## config.mk

```make
export PLATFORM = sky130hd
export DESIGN_NAME = gpio_byte_ctrl
export DESIGN_NICKNAME = d
export VERILOG_FILES = /design/src/rtl/gpio_pkg.sv /design/src/rtl/gpio_addr_decode.sv /design/src/rtl/gpio_pin_bank.sv /design/src/rtl/gpio_irq_route.sv /design/src/rtl/gpio_byte_ctrl.sv
export SDC_FILE = /design/constraint.sdc
export NUM_CORES = 1
export LEC_CHECK = 0
export ABC_AREA = 1
export BUFFER_PORTS_ARGS = -buffer_cell sky130_fd_sc_hd__clkbuf_2
export CORE_MARGIN = 10
export CORE_UTILIZATION = 57
export CTS_BUF_LIST = sky130_fd_sc_hd__clkbuf_4 sky130_fd_sc_hd__clkbuf_8 sky130_fd_sc_hd__clkbuf_16
export CTS_CLUSTER_SIZE = 20
export DETAILED_ROUTE_END_ITERATION = 7
export PLACE_DENSITY = 0.75
export REMOVE_ABC_BUFFERS = 1
export SYNTH_ARGS = -nofsm -noshare
export SYNTH_HDL_FRONTEND = slang
export SYNTH_SLANG_ARGS = --single-unit
```

## constraint.sdc

```tcl
create_clock -name clk -period 1.9 [get_ports clk]
set_input_delay 0.095 -clock clk [delete_from_list [all_inputs] [get_ports clk]]
set_output_delay 0.095 -clock clk [all_outputs]
set_load 0.01 [all_outputs]
```

## src/rtl/gpio_pkg.sv

```systemverilog
package gpio_pkg;

    // Per-pin control byte; bit order is decoded by software.
    typedef struct packed {
        logic [4:0] spare;
        logic       oe;       // bit 2
        logic       in_lvl;   // bit 1
        logic       out_val;  // bit 0
    } pin_ctrl_t;

    typedef enum logic [1:0] {
        REGION_LEVEL = 2'd0,
        REGION_PIN   = 2'd1,
        REGION_NONE  = 2'd2
    } region_e;

    // Merge a bus write into a control byte: bit 1 of the data is dropped,
    // and the input bit tracks the output value only when driving.
    function automatic pin_ctrl_t apply_write(pin_ctrl_t cur, logic [7:0] data);
        pin_ctrl_t r;
        r        = pin_ctrl_t'(data);
        r.in_lvl = data[2] ? data[0] : cur.in_lvl;
        return r;
    endfunction

endpackage

```

## src/rtl/gpio_addr_decode.sv

```systemverilog
module gpio_addr_decode
    import gpio_pkg::*;
#(
    parameter int ADDR_W    = 6,
    parameter int NUM_LVL   = 8,
    parameter int NUM_PINS  = 36,
    parameter int IDX_W     = 6
) (
    input  logic [ADDR_W-1:0] addr,
    output region_e           region,
    output logic [IDX_W-1:0]  idx
);
    localparam logic [ADDR_W-1:0] PIN_BASE = ADDR_W'(NUM_LVL);
    localparam logic [ADDR_W-1:0] PIN_END  = ADDR_W'(NUM_LVL + NUM_PINS);

    logic [ADDR_W-1:0] rel;

    always_comb begin
        rel    = addr - PIN_BASE;
        region = REGION_NONE;
        idx    = '0;
        if (addr < PIN_BASE) begin
            region = REGION_LEVEL;
        end else if (addr < PIN_END) begin
            region = REGION_PIN;
            idx    = IDX_W'(rel);
        end
    end
endmodule

```

## src/rtl/gpio_pin_bank.sv

```systemverilog
module gpio_pin_bank
    import gpio_pkg::*;
#(
    parameter int NUM_PINS = 36,
    parameter int IDX_W    = 6,
    parameter int LVL_PIN  = 1,
    parameter int EDGE_PIN = 9
) (
    input  logic             clk,
    input  logic             rst,
    input  logic             wr_hit,
    input  logic [IDX_W-1:0] wr_idx,
    input  logic [7:0]       wr_data,
    input  logic             upd_hit,
    input  logic [IDX_W-1:0] upd_idx,
    input  logic             upd_level,
    input  logic             nmi_set,
    input  logic             nmi_clr,
    output pin_ctrl_t        regs_q [NUM_PINS],
    output logic             lvl_ev,
    output logic             edge_ev,
    output logic             conflict
);
    logic [NUM_PINS-1:0] mid_in;
    logic [NUM_PINS-1:0] oe_q;
    logic [NUM_PINS-1:0] in_q;

    for (genvar g = 0; g < NUM_PINS; g++) begin : g_pin
        pin_ctrl_t q, mid, nxt;
        logic      wr_me, upd_me;

        assign wr_me  = wr_hit  && (wr_idx  == IDX_W'(g));
        assign upd_me = upd_hit && (upd_idx == IDX_W'(g));

        always_comb begin
            mid = wr_me ? apply_write(q, wr_data) : q;
            nxt = mid;
            if (upd_me) nxt.in_lvl = upd_level;
            if (g == EDGE_PIN) begin
                if (nmi_set)      nxt.in_lvl = 1'b1;
                else if (nmi_clr) nxt.in_lvl = 1'b0;
            end
        end

        always_ff @(posedge clk) begin
            if (rst) begin
                q        <= '0;
                q.in_lvl <= (g == LVL_PIN);
            end else begin
                q <= nxt;
            end
        end

        assign regs_q[g] = q;
        assign mid_in[g] = mid.in_lvl;
        assign oe_q[g]   = q.oe;
        assign in_q[g]   = q.in_lvl;

        AST_WRITE_MIRROR: assert property (@(posedge clk) disable iff (rst)
            (wr_me && wr_data[2] && !upd_me && !((g == EDGE_PIN) && (nmi_set || nmi_clr)))
            |=> (q.in_lvl == $past(wr_data[0])))
            else $error("write with output enable did not mirror value");
    end

    // Interrupt events: only an update that changes the merged byte counts.
    assign lvl_ev   = upd_hit && (upd_idx == IDX_W'(LVL_PIN)) && (mid_in[LVL_PIN] != upd_level);
    assign edge_ev  = upd_hit && (upd_idx == IDX_W'(EDGE_PIN)) && (mid_in[EDGE_PIN] != upd_level)
                      && !nmi_set && !nmi_clr;
    assign conflict = upd_hit && oe_q[upd_idx];

    AST_IDLE_HOLD: assert property (@(posedge clk) disable iff (rst)
        (!wr_hit && !upd_hit && !nmi_set && !nmi_clr) |=> ($stable(oe_q) && $stable(in_q)))
        else $error("control bytes moved with no request");

    AST_UPD_APPLIED: assert property (@(posedge clk) disable iff (rst)
        (upd_hit && !nmi_set && !nmi_clr) |=> (in_q[$past(upd_idx)] == $past(upd_level)))
        else $error("pin update not applied");
endmodule

```

## src/rtl/gpio_irq_route.sv

```systemverilog
module gpio_irq_route (
    input  logic clk,
    input  logic rst,
    input  logic nmi_req,
    input  logic lvl_ev,
    input  logic edge_ev,
    input  logic upd_level,
    input  logic conflict,
    output logic nmi_set,
    output logic nmi_clr,
    output logic irq_lowlvl,
    output logic irq_follow,
    output logic pin_err
);
    logic tail_q;

    assign nmi_set = nmi_req;
    assign nmi_clr = tail_q && !nmi_req;

    always_ff @(posedge clk) begin
        if (rst) begin
            tail_q     <= 1'b0;
            irq_lowlvl <= 1'b0;
            irq_follow <= 1'b0;
            pin_err    <= 1'b0;
        end else begin
            tail_q  <= nmi_req;
            pin_err <= conflict;
            if (lvl_ev) irq_lowlvl <= !upd_level;
            if (nmi_set)      irq_follow <= 1'b1;
            else if (nmi_clr) irq_follow <= 1'b0;
            else if (edge_ev) irq_follow <= upd_level;
        end
    end

    AST_NMI_RAISE: assert property (@(posedge clk) disable iff (rst)
        nmi_req |=> irq_follow)
        else $error("nmi did not raise follower line");
    AST_NMI_DROP: assert property (@(posedge clk) disable iff (rst)
        (tail_q && !nmi_req) |=> !irq_follow)
        else $error("nmi pulse longer than one cycle");
    AST_LVL_QUIET: assert property (@(posedge clk) disable iff (rst)
        !lvl_ev |=> $stable(irq_lowlvl))
        else $error("level line moved without a changing update");
    AST_LVL_POLARITY: assert property (@(posedge clk) disable iff (rst)
        lvl_ev |=> (irq_lowlvl == !$past(upd_level)))
        else $error("level line polarity wrong");
    AST_ERR_SOURCE: assert property (@(posedge clk) disable iff (rst)
        pin_err |-> $past(conflict))
        else $error("error flag without conflicting update");
endmodule

```

## src/rtl/gpio_byte_ctrl.sv

```systemverilog
module gpio_byte_ctrl
    import gpio_pkg::*;
#(
    parameter int ADDR_W   = 6,
    parameter int NUM_LVL  = 8,
    parameter int NUM_PINS = 36,
    parameter int LVL_PIN  = 1,
    parameter int EDGE_PIN = 9
) (
    input  logic              clk,
    input  logic              rst,
    input  logic [ADDR_W-1:0] bus_addr,
    input  logic              bus_wr,
    input  logic [7:0]        bus_wdata,
    output logic [7:0]        bus_rdata,
    input  logic              pin_upd_valid,
    input  logic [ADDR_W-1:0] pin_upd_sel,
    input  logic              pin_upd_level,
    input  logic              nmi_req,
    output logic              irq_lowlvl,
    output logic              irq_follow,
    output logic              pin_err
);
    localparam int IDX_W = (NUM_PINS > 1) ? $clog2(NUM_PINS) : 1;

    region_e          region;
    logic [IDX_W-1:0] idx;
    pin_ctrl_t        regs_q [NUM_PINS];
    logic             wr_hit, upd_hit;
    logic [IDX_W-1:0] upd_idx;
    logic             lvl_ev, edge_ev, conflict, nmi_set, nmi_clr;

    gpio_addr_decode #(
        .ADDR_W(ADDR_W), .NUM_LVL(NUM_LVL), .NUM_PINS(NUM_PINS), .IDX_W(IDX_W)
    ) u_dec (
        .addr(bus_addr), .region(region), .idx(idx)
    );

    assign wr_hit  = bus_wr && (region == REGION_PIN);
    assign upd_hit = pin_upd_valid && (pin_upd_sel < ADDR_W'(NUM_PINS));
    assign upd_idx = IDX_W'(pin_upd_sel);

    gpio_pin_bank #(
        .NUM_PINS(NUM_PINS), .IDX_W(IDX_W), .LVL_PIN(LVL_PIN), .EDGE_PIN(EDGE_PIN)
    ) u_bank (
        .clk(clk), .rst(rst),
        .wr_hit(wr_hit), .wr_idx(idx), .wr_data(bus_wdata),
        .upd_hit(upd_hit), .upd_idx(upd_idx), .upd_level(pin_upd_level),
        .nmi_set(nmi_set), .nmi_clr(nmi_clr),
        .regs_q(regs_q), .lvl_ev(lvl_ev), .edge_ev(edge_ev), .conflict(conflict)
    );

    gpio_irq_route u_irq (
        .clk(clk), .rst(rst), .nmi_req(nmi_req),
        .lvl_ev(lvl_ev), .edge_ev(edge_ev), .upd_level(pin_upd_level),
        .conflict(conflict), .nmi_set(nmi_set), .nmi_clr(nmi_clr),
        .irq_lowlvl(irq_lowlvl), .irq_follow(irq_follow), .pin_err(pin_err)
    );

    // Level bytes carry no source and read as zero.
    always_comb begin
        bus_rdata = 8'h00;
        if (region == REGION_PIN) bus_rdata = regs_q[idx];
    end

    AST_RESET_STATE: assert property (@(posedge clk) disable iff (rst)
        $past(rst) |-> (!irq_lowlvl && !irq_follow && !pin_err && regs_q[LVL_PIN].in_lvl))
        else $error("reset state wrong");
    AST_UNMAPPED_ZERO: assert property (@(posedge clk) disable iff (rst)
        (region != REGION_PIN) |-> (bus_rdata == 8'h00))
        else $error("unmapped read not zero");
endmodule

```

==> key figures <==
Status
  • Outcome: complete, but fails checks
  • Violated checks: negative setup slack

Placement
  • Post-DP Area: 16,200 um2
  • PortBufs: 35
  • Final GP Congestion: 1.04
  • Placed cell count: 2,556
  • HPWL Detailed: 36,400 um

Worst setup path
  • Worst path arrival time: 2.11 ns
  • Setup CP Type: in2out
  • CP startpoint kind: input pin
  • Worst Path Required: 1.80 ns
  • Worst setup EP type: primary output
  • Worst-path fanout max: 5

Finish
  • Layout cells sized above 1: 0.202
  • Final non-filler cell total: 2,642
  • Nets: 2,321
  • Post-layout instance area: 18,000 um2
  • Area delta synth->final: 26.4%
  • Fillcell total: 1,874
  • Fin util: 0.735
  • Inserted Diodes: 0

GRT
  • Gr usage total: 0.330
  • Largest net degree at the start of global routing: 77
  • First-pass GRT wire length: 83,100 um
  • Number of antenna violations at the first check in global routing: 0
  • Number of global-route vias before repair: 15,200
  • Total grt overflow: 0

Min path
  • Worst hold path type: in2reg

STA
  • Final worst path period share: 1.16
  • Pins Over Slew Limit: 0
  • Unrepaired setup endpoints after global routing: yes
  • Post-route setup slack: -0.303 ns
  • Setup violators final: 8
  • Fin Hold WS: 0.0175 ns
  • Post-layout min period: 2.20 ns
  • Worst-Margin Slew: 0.967 ns
  • Relative slew slack: 0.355
  • Fmax: 0.454 GHz
  • Hold Vio Cnt, Final: 0
  • Fin Clk Skew: 0.0121 ns

Synth
  • Asr flop ratio synth: 0
  • Leading area contributor after synthesis: dfxtp_1
  • Yosys warns: 0
  • Post-synth top area share: 0.411
  • Post-synth top cells: 434 x nor2_1, 374 x nand2_1, 297 x o21ai_0, 292 x dfxtp_1, 152 x inv_1
  • #FFs+latches synth: 292
  • Synthesized area: 14,200 um2
  • Prevailing post-synth register cell: dfxtp_1
  • Cell variety after synth: 39
  • Sequential share of the synthesized area: 0.411
  • Post-Synthesis Cells: 2,107
  • Number of synthesized flops with an enable pin: 0
  • Most instantiated library cell after synthesis: nor2_1
  • Synth top area cells: dfxtp_1 41%, nor2_1 11%, o21ai_0 10%
  • Syn Area/Cell: 6.75 um2

Detailed routing
  • Via Count: 16,100
  • Wire per inst: 20.9 um
  • Antenna-violating nets left: 0
  • Final wirelength: 55,200 um
  • Via/cell ratio: 6.10
  • DR iter-0 viols: 2,694
  • Drt pass-1 iters: 6
  • DR DRC count: 0

Power
  • Peak VDD IR: 0.822 mV
  • PD cells: 821 nW/um2
  • Leakage power: 8.04 nW

Floorplan
  • Initial core utilization: 0.581
  • Die height: 178 um
  • Core area: 24,500 um2
  • Die Area: 31,700 um2
  • Die width: 178 um
  • Row count: 57
  • Io pins: 37

CTS
  • Clk Latency, worst-skew pair: 0.58 ns
  • Max Root-Sink Buffers: 3
  • H-tree levels: 1
  • CTS buffer count: 31
  • CTS tree: yes
  • CTS Sinks: 292
  • Root buffer cell: clkbuf_16
  • Clk pin slew, worst setup/hold paths: 0.06 ns

Run
  • Max cap viols: 0
where the power goes:
group	internal [W]	switching (W)	leakage (nW)	total, W
logic	0.000791	0.00140	5.15	0.00219
registers	0.00618	0.0000354	2.36	0.00622
clock network	0.00370	0.00266	0.528	0.00635
total	0.0107	0.00409	8.04	0.0148
area by class of cell:
type | count | area (um2) | area share
Clock inverter | 17 | 179 | 0.00995
Sequential cell | 292 | 5850 | 0.325
Clock buffer | 40 | 887 | 0.0493
Tap cell | 324 | 405 | 0.0225
Multi-Input combinational cell | 1524 | 7520 | 0.418
Inverter | 178 | 682 | 0.0379
Timing Repair Buffer | 267 | 2460 | 0.137
final timing paths:
kind / startpoint / depth (start not counted) / slack, ns / endpoint
setup reg to reg: u_bank.regs_q[26] / 7 / 0.21 / u_irq.pin_err
hold reg to reg: u_irq.irq_lowlvl / 2 / 0.45 / u_irq.irq_lowlvl
setup / recovery: bus_addr[3] / 15 / -0.30 / bus_rdata[2]
hold / removal: bus_wdata[5] / 4 / 0.02 / u_bank.regs_q[77]
repair_timing:
action	in CTS	in global routing
cloned	4	3
endpoints found under the setup margin	8	10
hold endpoints to repair	7	0
buffers inserted	9	7
pin swaps	19	29
resized for setup	81	72
hold buffers	6	0
kinds of logic after synthesis:
family                   count (synthesis)  synth area share
AND/OR/NAND/NOR                        946             0.287
AO/OA/AOI/OAI                          575             0.219
buffers and inverters                  292            0.0811
flip-flops                             292             0.411
XOR/XNOR                                 1           0.00114
adder cells (fa/ha/maj)                  1          0.000880
layout by cell type, fill, tap and decap left out, types with 4 or more instances in the layout:
master and n:
dlygate4sd3_1 6, nand3_1 27, nand2_2 22, clkinvlp_4 4, nand2_8 5, o21ai_2 9, nor2_1 418, a21oi_1 139
nand3_2 7, o211ai_1 17, clkinv_2 8, dfxtp_1 291, o21ai_0 263, nand2_1 358, o21ai_1 42, buf_6 16
buf_2 10, nor3_1 18, buf_4 178, nand3b_1 10, a22oi_1 26, nand2_4 6, nor2_8 4, inv_1 147
clkbuf_8 7, clkbuf_16 34, o22ai_1 59, nor2_2 23, nor2_4 29, inv_2 24, nand4_1 13, buf_12 28
clkbuf_2 23
critical path, cell delays in order:
cell	delay, ns
buf_12	0.12
o21ai_4	0.24
nand2_8	0.13
nand2_8	0.10
inv_6	0.05
nand2_8	0.11
buf_12	0.13
buf_4	0.14
o22ai_1	0.08
o21ai_2	0.23
nand2_1	0.10
nor2_2	0.15
nor2_1	0.08
nor2_2	0.18
buf_2	0.16
flip-flops by register name (all words and copies together) (netlist names):
name and cells:
u_bank.regs_q 288, u_irq.irq_follow 1, u_irq.irq_lowlvl 1, u_irq.pin_err 1
u_irq.tail_q 1
stage by stage:
step	setup WS, ns	TNS (ns)	power (W)
after floorplan	-1.09	-253.26	0.00719
after global placement	-0.463	-36.74	0.00816
after detailed placement	-0.467	-46.02	0.00818
after CTS	-0.225	-1.43	0.0145
after global routing	-0.318	-2.23	0.0151
final	-0.303	-1.79	0.0148
per-layer routing:
metal,GRT usage,share of wire,up-vias
met5,0,0,-
met4,0.173,0.066,0
met1,0.423,0.38,7349
li1,-,-,7303
met3,0.0557,0.12,289
met2,0.524,0.43,1185
Note: power is estimated with default switching activity, not from simulation.
